`src/rtl/lifo_pkg.sv`:
```
// Package: shared types and helpers for the register-array LIFO.
// Assumes: strobes are plain single-bit levels sampled on the rising edge.
package lifo_pkg;

    // Operation selected for one clock cycle.
    typedef enum logic [1:0] {
        OP_IDLE = 2'd0,
        OP_PUSH = 2'd1,
        OP_POP  = 2'd2
    } lifo_op_e;

    // Decide the accepted operation: a collision or a blocked request is idle.
    function automatic lifo_op_e pick_op(input logic push,
                                         input logic pop,
                                         input logic is_full,
                                         input logic is_empty);
        lifo_op_e op;
        op = OP_IDLE;
        if (push && !pop && !is_full)
            op = OP_PUSH;
        else if (pop && !push && !is_empty)
            op = OP_POP;
        return op;
    endfunction

endpackage

```
`src/rtl/lifo_req_arb.sv`:
```
// Module: lifo_req_arb
// Turns the raw push/pop strobes into one accepted operation per cycle.
// Assumes: flag inputs come from registered state in lifo_ptr_flags.
module lifo_req_arb
    import lifo_pkg::*;
(
    input  logic     push_i,
    input  logic     pop_i,
    input  logic     full_i,
    input  logic     empty_i,
    output lifo_op_e op_o,
    output logic     do_push_o,
    output logic     do_pop_o
);

    // Select the cycle's operation and expose single-bit enables.
    always_comb begin
        op_o      = pick_op(push_i, pop_i, full_i, empty_i);
        do_push_o = (op_o == OP_PUSH);
        do_pop_o  = (op_o == OP_POP);
    end

    // Accepted enables never both fire.
    always_comb begin
        one_op_chk: assert (!(do_push_o && do_pop_o));
    end

endmodule

```
`src/rtl/lifo_ptr_flags.sv`:
```
// Module: lifo_ptr_flags
// Holds the wrapping top pointer and the full/empty flags; no count register.
// Assumes: at most one of do_push_i / do_pop_i is high in a cycle.
module lifo_ptr_flags #(
    parameter int unsigned PTR_W = 6
) (
    input  logic             clk,
    input  logic             rst_n,
    input  logic             push_req_i,
    input  logic             pop_req_i,
    input  logic             do_push_i,
    input  logic             do_pop_i,
    output logic [PTR_W-1:0] ptr_o,
    output logic [PTR_W-1:0] ptr_next_up_o,
    output logic             full_o,
    output logic             empty_o
);

    localparam logic [PTR_W-1:0] PTR_ZERO = '0;
    localparam logic [PTR_W-1:0] PTR_ONE  = PTR_W'(1);

    logic [PTR_W-1:0] ptr_q;
    logic [PTR_W-1:0] ptr_up;
    logic [PTR_W-1:0] ptr_dn;
    logic             full_q;
    logic             empty_q;

    // Neighbouring pointer values, wrapping modulo the depth.
    always_comb begin
        ptr_up = ptr_q + PTR_ONE;
        ptr_dn = ptr_q - PTR_ONE;
    end

    // Pointer register: pre-increment on push, post-decrement on pop.
    always_ff @(posedge clk) begin
        if (!rst_n)
            ptr_q <= PTR_ZERO;
        else if (do_push_i)
            ptr_q <= ptr_up;
        else if (do_pop_i)
            ptr_q <= ptr_dn;
    end

    // Flag registers driven by zero-detect of the new pointer.
    always_ff @(posedge clk) begin
        if (!rst_n) begin
            full_q  <= 1'b0;
            empty_q <= 1'b1;
        end else if (do_push_i) begin
            full_q  <= (ptr_up == PTR_ZERO);
            empty_q <= 1'b0;
        end else if (do_pop_i) begin
            full_q  <= 1'b0;
            empty_q <= (ptr_dn == PTR_ZERO);
        end
    end

    assign ptr_o         = ptr_q;
    assign ptr_next_up_o = ptr_up;
    assign full_o        = full_q;
    assign empty_o       = empty_q;


    reset_state_chk: assert property (@(posedge clk)
        !rst_n |=> (ptr_q == PTR_ZERO && empty_q && !full_q));


    push_advance_chk: assert property (@(posedge clk) disable iff (!rst_n)
        (push_req_i && !pop_req_i && !full_q) |=>
            (ptr_q == PTR_W'($past(ptr_q) + PTR_ONE) && !empty_q));


    pop_retreat_chk: assert property (@(posedge clk) disable iff (!rst_n)
        (pop_req_i && !push_req_i && !empty_q) |=>
            (ptr_q == PTR_W'($past(ptr_q) - PTR_ONE) && !full_q));


    full_at_zero_chk: assert property (@(posedge clk) disable iff (!rst_n)
        full_q |-> (ptr_q == PTR_ZERO));


    empty_at_zero_chk: assert property (@(posedge clk) disable iff (!rst_n)
        empty_q |-> (ptr_q == PTR_ZERO));


    flags_exclusive_chk: assert property (@(posedge clk) disable iff (!rst_n)
        !(full_q && empty_q));


    push_blocked_chk: assert property (@(posedge clk) disable iff (!rst_n)
        (push_req_i && !pop_req_i && full_q) |=>
            ($stable(ptr_q) && full_q && !empty_q));


    pop_blocked_chk: assert property (@(posedge clk) disable iff (!rst_n)
        (pop_req_i && !push_req_i && empty_q) |=>
            ($stable(ptr_q) && empty_q && !full_q));


    collision_hold_chk: assert property (@(posedge clk) disable iff (!rst_n)
        (push_req_i && pop_req_i) |=>
            ($stable(ptr_q) && $stable(full_q) && $stable(empty_q)));

endmodule

```
`src/rtl/lifo_store.sv`:
```
// Module: lifo_store
// Register array with one write port and a registered read port.
// Assumes: write and read enables are never high together; contents are
// not reset, only the read register is.
module lifo_store #(
    parameter int unsigned DATA_W = 16,
    parameter int unsigned ADDR_W = 6
) (
    input  logic              clk,
    input  logic              rst_n,
    input  logic              wr_en_i,
    input  logic [ADDR_W-1:0] wr_addr_i,
    input  logic [DATA_W-1:0] wr_data_i,
    input  logic              rd_en_i,
    input  logic [ADDR_W-1:0] rd_addr_i,
    output logic [DATA_W-1:0] rd_data_o
);

    localparam int unsigned DEPTH = 1 << ADDR_W;

    logic [DATA_W-1:0] words_q [DEPTH];
    logic [DATA_W-1:0] rd_q;

    // Word write: overwrite whatever the addressed word held.
    always_ff @(posedge clk) begin
        if (wr_en_i)
            words_q[wr_addr_i] <= wr_data_i;
    end

    // Output register: capture the addressed word only on a read.
    always_ff @(posedge clk) begin
        if (!rst_n)
            rd_q <= '0;
        else if (rd_en_i)
            rd_q <= words_q[rd_addr_i];
    end

    assign rd_data_o = rd_q;


    dout_hold_chk: assert property (@(posedge clk) disable iff (!rst_n)
        !rd_en_i |=> $stable(rd_q));


    port_exclusive_chk: assert property (@(posedge clk) disable iff (!rst_n)
        !(wr_en_i && rd_en_i));

endmodule

```
`src/rtl/lifo_regstack.sv`:
```
// Module: lifo_regstack (top)
// 2**PTR_W-word LIFO: arbiter, pointer/flag unit and register array.
// Assumes: one push or pop per cycle; collisions and blocked requests idle.
module lifo_regstack #(
    parameter int unsigned DATA_W = 16,
    parameter int unsigned PTR_W  = 6
) (
    input  logic              clk,
    input  logic              rst_n,
    input  logic              push_i,
    input  logic              pop_i,
    input  logic [DATA_W-1:0] din_i,
    output logic [DATA_W-1:0] dout_o,
    output logic              full_o,
    output logic              empty_o,
    output logic [PTR_W-1:0]  top_ptr_o
);
    import lifo_pkg::*;

    lifo_op_e         op;
    logic             do_push;
    logic             do_pop;
    logic             full;
    logic             empty;
    logic [PTR_W-1:0] ptr;
    logic [PTR_W-1:0] ptr_up;

    lifo_req_arb u_arb (
        .push_i    (push_i),
        .pop_i     (pop_i),
        .full_i    (full),
        .empty_i   (empty),
        .op_o      (op),
        .do_push_o (do_push),
        .do_pop_o  (do_pop)
    );

    lifo_ptr_flags #(.PTR_W(PTR_W)) u_ptr (
        .clk           (clk),
        .rst_n         (rst_n),
        .push_req_i    (push_i),
        .pop_req_i     (pop_i),
        .do_push_i     (do_push),
        .do_pop_i      (do_pop),
        .ptr_o         (ptr),
        .ptr_next_up_o (ptr_up),
        .full_o        (full),
        .empty_o       (empty)
    );

    // Push writes at the pre-incremented address; pop reads the current one.
    lifo_store #(.DATA_W(DATA_W), .ADDR_W(PTR_W)) u_store (
        .clk       (clk),
        .rst_n     (rst_n),
        .wr_en_i   (do_push),
        .wr_addr_i (ptr_up),
        .wr_data_i (din_i),
        .rd_en_i   (do_pop),
        .rd_addr_i (ptr),
        .rd_data_o (dout_o)
    );

    assign full_o    = full;
    assign empty_o   = empty;
    assign top_ptr_o = ptr;


    op_legal_chk: assert property (@(posedge clk) disable iff (!rst_n)
        (op == OP_POP) |-> !empty);


    op_push_legal_chk: assert property (@(posedge clk) disable iff (!rst_n)
        (op == OP_PUSH) |-> !full);

endmodule

```
`config.mk`:
```
export PLATFORM = sky130hd
export DESIGN_NAME = lifo_regstack
export DESIGN_NICKNAME = d
export VERILOG_FILES = /design/src/rtl/lifo_pkg.sv /design/src/rtl/lifo_req_arb.sv /design/src/rtl/lifo_ptr_flags.sv /design/src/rtl/lifo_store.sv /design/src/rtl/lifo_regstack.sv
export SDC_FILE = /design/constraint.sdc
export NUM_CORES = 1
export LEC_CHECK = 0
export ABC_AREA = 0
export BUFFER_PORTS_ARGS = -buffer_cell sky130_fd_sc_hd__buf_2
export CAP_MARGIN = 30
export CORE_MARGIN = 4
export CORE_UTILIZATION = 55
export CTS_BUF_LIST = sky130_fd_sc_hd__clkbuf_16
export DETAILED_ROUTE_END_ITERATION = 10
export GPL_ROUTABILITY_DRIVEN = 0
export PLACE_DENSITY = 0.82
export SLEW_MARGIN = 15
export SYNTH_ARGS = -nofsm -noshare
export SYNTH_HDL_FRONTEND = slang
export SYNTH_SLANG_ARGS = --single-unit
```
`constraint.sdc`:
```
create_clock -name clk -period 4.6 [get_ports clk]
set_clock_uncertainty 0.1 [all_clocks]
set_input_delay 0.69 -clock clk [delete_from_list [all_inputs] [get_ports clk]]
set_output_delay 0.69 -clock clk [all_outputs]
set_load 0.02 [all_outputs]
```
# == Yosys cells after proc, flatten, opt, wreduce, memory -nomap -nowiden ==
# Memories as Yosys holds them, arrays and structs flattened. A register that Yosys moved wholly into a read port is not among the register bits.
# Index checks and enable logic that the tools add are counted.
# classes
shifts,0
bitwise,0
n_eq_ne,2
order_cmp,0
div,0
muxes,10
n_addsub,2
n_mul,0
reduce_logical,12
# op_table
cell,count
6-bit logical NOT,2
6-bit 2-to-1 mux,2
"6-bit by 1-bit adder with 6-bit output, second input constant",1
1-bit 2-to-1 mux,6
"6-bit by 1-bit subtractor with 6-bit output, second input constant",1
1-bit logical NOT,5
1-bit logical AND,4
2-bit 2-to-1 mux,2
"2-bit by 1-bit equality test with 1-bit output, second input constant",1
"2-bit equality test, second input constant",1
2-bit nonzero test,1
# word_totals
ram_bits,1024
regBits,8
output_inout_bits,24
rom_bits,0
latch_bits,0
mem_count,1
in_bits,20
# memory_table
memory,depth,word_bits,rd,rd_ports_with_merged_regs,wr,line,text
u_store.words_q,64,16,1,1,1,lifo_store.sv:21,logic [DATA_W-1:0] words_q [DEPTH];

# == Depth between registers and ports, before layout ==
# logic_depth
ltp_word,8
depth_mapped,10

# == Hierarchy ==
# From an unflattened synthesis, not the netlist that was laid out.
# hier_totals
hier_cells,2111
hier_area_um2,40712.8
# modules_own_cells
mod,area_per_inst_um2,seq_area_each_um2,cells_each,n_inst
lifo_store,40114.7,31069.8,2038,1
lifo_ptr_flags,568.0,160.2,69,1
lifo_req_arb,30.0,0.0,4,1

# == Worst setup path before layout ==
# No wires, ideal clock.
# synth_timing
path_kind,register -> register
from,"reg u_ptr.ptr_q[0], in the netlist u_ptr.ptr_o[0]"
to,"mem u_store.words_q[47][0], enable pin"
t_arrival_ps,2847
period_less_slack_ps,3335
slack_ps,1265
required_ps,4112
setup_ps,388
path_stages_with_launch,10
path_cell_list,dfxtp_1 -> buf_6 -> buf_4 -> inv_1 -> buf_2 -> clkbuf_1 -> ha_1 -> nor2b_1 -> nand2_1 -> nor2_1
# synth_via
elab_chain_cells,1
# synth_lines
item,line,text
start: declaration,lifo_ptr_flags.sv:22,logic [PTR_W-1:0] ptr_q;
start signal: assignment,lifo_ptr_flags.sv:39,ptr_q <= ptr_up;
start signal: assignment,lifo_ptr_flags.sv:41,ptr_q <= ptr_dn;
6-bit by 1-bit adder with 6-bit output,lifo_ptr_flags.sv:30,ptr_up = ptr_q + PTR_ONE;
end: declaration,lifo_store.sv:21,
# Every way passes these cells.

# == Final worst setup path ==
# layout_timing
from,"reg u_ptr.ptr_q[0], in the netlist u_ptr.ptr_o[0]"
to,"mem u_store.words_q[27][6], enable pin"
# The elaborated chain is that of the path after synthesis.

==> results <==
- Counting flops with a built-in enable in the synthesized netlist gives 1024.
- Wire segments on met2 add up to 51.4 mm in the final route.
- The synthesis-to-layout area growth is 11.7%.
- After detailed routing, the number of vias per cell comes to 6.89.
- VDD sags by at most 323 µV.
- The flow ran to the end, and the final reports show no timing, DRC or antenna violations.
- The highest cell delay on the worst timing path is 0.67 ns.
- The number of synthesized register bits is 1048.
- The tree built by TritonCTS fans out to 1048 sinks.
- In this run the register-to-register setup slack is 1.08 ns.
- The multiplexer share of the synthesized area is 0.162.
- The initialized floorplan defines 99 standard-cell rows.
- The first routing iteration left 3517 violations.
- Traced cell by cell, the critical path runs through buf_12, nand2_1, o21ai_0, a21boi_0, o21ai_1, nor2_1, buf_4.
- The worst pin sits at a relative slew slack of 0.274.
- The initial antenna violation count is 2.
- The dominant combinational cell family by area after synthesis is multiplexers.
- The die outline area is 78400 µm².
- The source-to-sink clock delay at the later pin of the worst-skew pair is 0.65 ns.
- The end of the worst register-to-register path is u_store.words_q[27][6]$_DFFE_PP_.
- Of the synthesized area, sequential elements account for 0.767.
- Post-CTS timing repair inserted 0 buffers for setup.
- Setup repair after global routing left no endpoint under its margin.
- The fraction of layout instances using a drive strength above 1 is 0.269.
- The via count of the first global-routing pass is 21400.
- The tightest min-delay check is of the input pin to register type.
- The cell at the slowest stage of the critical path is o21ai_1.
- The via count of the routed design is 21600.
- The number of nets handed over by synthesis was 1991.
- For the pin with the worst max-slew slack, the measured transition is 1.09 ns.
- The placed cell area is 42400 µm².
- Buffers inserted to repair hold after CTS numbered 0.
- With fillers left out, the area of the finished cells amounts to 45400 µm².
- The worst setup path is launched from a register.
- The met1 routed wirelength after detailed routing is 35.6 mm.
- The number of cells traversed by the worst hold path is 2.
- The count of port buffers added during placement is 43.
- In the routed design, unresolved DRC markers number 0.
- The post-synthesis instance area is 40700 µm².
- The H-tree was split into 3 levels.
- The maximum fanout along the worst path is 111.
- The share of the synthesized area in compound gates (AO/OA/AOI/OAI) came to 0.0249.
- Of the total synthesized cell area, the portion taken by AND, OR, NAND and NOR gates is 0.0301.
- The length of routed met3 wiring is 12.1 mm.
- The total routing usage reported by global routing is 0.266.
- In this run the static leakage power is 14.2 nW.
- The average cell area after synthesis is 20.7 µm².
- The cell chosen for the clock root is clkbuf_16.
- The half-perimeter wire length after detailed placement is 57.6 mm.
- Tracing the worst setup path back leads to its startpoint at u_ptr.ptr_o[0]$_SDFFE_PN0P_.
- The critical setup path kind is register to register.
- After detailed routing, the total wire length is 104 mm.
- For hold timing, the worst endpoint is u_ptr.empty_o$_SDFFE_PN1P_.
- The sum of negative setup slack is 0 ns.
- Entering global routing, the biggest net connects 121 pins.
- The clock-pin slew of the registers on the worst-case setup and hold paths is 0.07 ns.
- Measured along the y axis, the die boundary spans 280 µm.
- During synthesis, Yosys emitted a total of 0 warnings.
- The data arrival time of the worst path is 3.79 ns.
- Across the run, the number of max-cap violations was 0.
- The multi-input logic area is 8950 µm².
- Dividing the final minimum period by the clock period gives 0.766.
- The die is 280 µm wide.
- The area share of xor/xnor cells in the synthesized design is 0.00151.
- The number of slew-limit violations in the final report came to 0.
- The number of cells on the worst reg-to-reg path is 7.
- Setup violations remaining at the end of the flow were counted as 0.
- The TritonCTS clock tree is yes.
- The most used flip-flop cell after synthesis is edfxtp_1.
- In the synthesized netlist, the number of instances is 1967.
- The post-synthesis adder-cell area fraction is 0.00123.
- The number of resized instances in the post-cts repair step is 0.
- For this run, the detailed router's first-pass iteration total came to 6.
- The worst flop-to-flop path startpoint is u_ptr.ptr_o[0]$_SDFFE_PN0P_.
- The remaining antenna violation count after routing is 0.
- The number of endpoints with negative hold slack in the final report came to 0.
- The worst setup path is captured at a register.
- At the end of the flow, the number of nets in the layout was 2124.
- For this run, asynchronously set or reset flops after synthesis account for 0.
- In the final layout, flip-flops and latches occupy 31200 µm².
- The clock passes through at most 3 buffers.
- The number of clock buffers added by TritonCTS is 95.
- The maximum clock frequency is 284 MHz.
- The topmost layer with routed signal wires is met5.
- The smallest clock period supported by the final layout is computed as 3.52 ns.
- The data required time at the worst endpoint is 4.87 ns.
- The post-synthesis cell type count is 50.
- In this run the most critical hold path is launched from rst_n.
- The fill cell total of the finished layout is 4555.
- The leftover overflow at the end of global routing is 0.
- The number of I/O pins is 44.
- The region available for standard cell placement spans 73200 µm².
- The routed wire length per instance is 33.3 µm.
- For this design the ratio of total power to cell area is 425 nW/µm².
- The effective utilization at floorplan is 0.556.
- The first global-routing pass estimated 151 mm of wire.
-- cell type report --
| cell class | count | area share |
|---|---|---|
| diodes | 1 | 0.0000551 |
| clock buffers | 96 | 0.0529 |
| clock inverters | 73 | 0.0131 |
| inverters | 4 | 0.000358 |
| multi-input cells | 807 | 0.197 |
| flip-flops and latches | 1048 | 0.688 |
| well taps | 959 | 0.0264 |
| repair buffers | 144 | 0.0226 |
-- routing by layer --
metal / vias up / GRT usage
li1: 8411 / -
met1: 11000 / 0.358
met2: 1877 / 0.438
met3: 326 / 0.0523
met4: 2 / 0.106
met5: - / 0
-- cell families after synthesis --
logic type,after synthesis
compound gates,137
mux,389
flops,1048
xor+xnor,7
buf+inv,112
simple gates,270
fa+ha+maj,4
-- through the flow --
stage | setup WS (ns) | utilization | power [W] | instances | hold WS [ns]
6_report | 1.08 | 0.621 | 0.0193 | 3132 | 0.210
3_5_place_dp | 1.18 | 0.579 | 0.0117 | 2957 | 0.401
4_1_cts | 1.12 | 0.620 | 0.0193 | 3126 | 0.183
5_1_grt | 0.840 | 0.621 | 0.0198 | 3131 | 0.237
2_1_floorplan | 1.26 | - | 0.0113 | 1967 | 0.449
3_3_place_gp | 1.10 | 0.578 | 0.0117 | 2955 | 0.390
-- state kept, by name (all words and copies together), names as in the netlist --
register	count
u_store.words_q	1024
u_store.rd_data_o	16
u_ptr.ptr_o	6
u_ptr.empty_o	1
u_ptr.full_o	1
-- worst max path at each step --
stage	to	cells past startpoint
after floorplan	u_store.words_q[47][0]$_DFFE_PP_	9
after global placement	u_store.words_q[26][6]$_DFFE_PP_	6
after detailed placement	u_store.rd_data_o[11]$_SDFFE_PN0N_	7
after CTS	u_store.words_q[27][11]$_DFFE_PP_	7
after global routing	u_store.words_q[27][11]$_DFFE_PP_	7
final	u_store.words_q[27][6]$_DFFE_PP_	7
-- synthesized netlist by cell type, drive strengths merged (2+ instances only) --
master,number,area [µm²]
inv,3,11.3
mux2,78,878
nand2b,6,37.5
nor4,2,12.5
a21oi,4,20.0
nand2,96,360
a221oi,3,38.8
edfxtp,1024,30700
dfxtp,24,480
ha,4,50.1
a21boi,2,15.0
nor2b,4,25.0
o22ai,29,181
o31ai,2,15.0
a32oi,18,165
buf,70,377
clkbuf,38,143
o221ai,26,228
nand3,38,190
mux2i,104,1040
nor3b,2,15.0
and2,11,68.8
nor2,76,285
a31oi,2,12.5
a22o,13,114
o211ai,13,97.6
nor3,4,20.0
mux4,207,4670
and3,5,31.3
or2,2,12.5
nand4,18,113
o21ai,25,125
xnor2,6,52.6
-- where the power goes --
part | internal (W) | switching (W)
combinational | 0.000357 | 0.000665
sequential | 0.0105 | 0.0000317
clock | 0.00430 | 0.00346
-- cells in the final DEF, fill, tap and decap left out, types with 18 or more instances in the layout --
| cell type | Yosys | layout |
|---|---|---|
| edfxtp_1 | 1024 | 1024 |
| mux4_2 | 206 | 206 |
| mux2i_1 | 104 | 104 |
| nand2_1 | 96 | 96 |
| clkbuf_16 | 0 | 96 |
| buf_4 | 6 | 96 |
| mux2_2 | 78 | 78 |
| nor2_1 | 76 | 68 |
| buf_2 | 58 | 43 |
| nand3_1 | 38 | 38 |
| o22ai_1 | 29 | 29 |
| o221ai_1 | 26 | 26 |
| clkinv_2 | 0 | 24 |
| o21ai_0 | 21 | 21 |
| clkinv_1 | 1 | 19 |
| dfxtp_1 | 24 | 19 |
| nand4_1 | 18 | 18 |
-- critical path: cells and delay by family (launching register included) --
kind,cells,cell delay (ns)
buf+inv,2,0.88
simple gates,2,0.82
compound gates,3,1.02
flops,1,0.38
No activity file was read; power rests on OpenSTA's default activity.
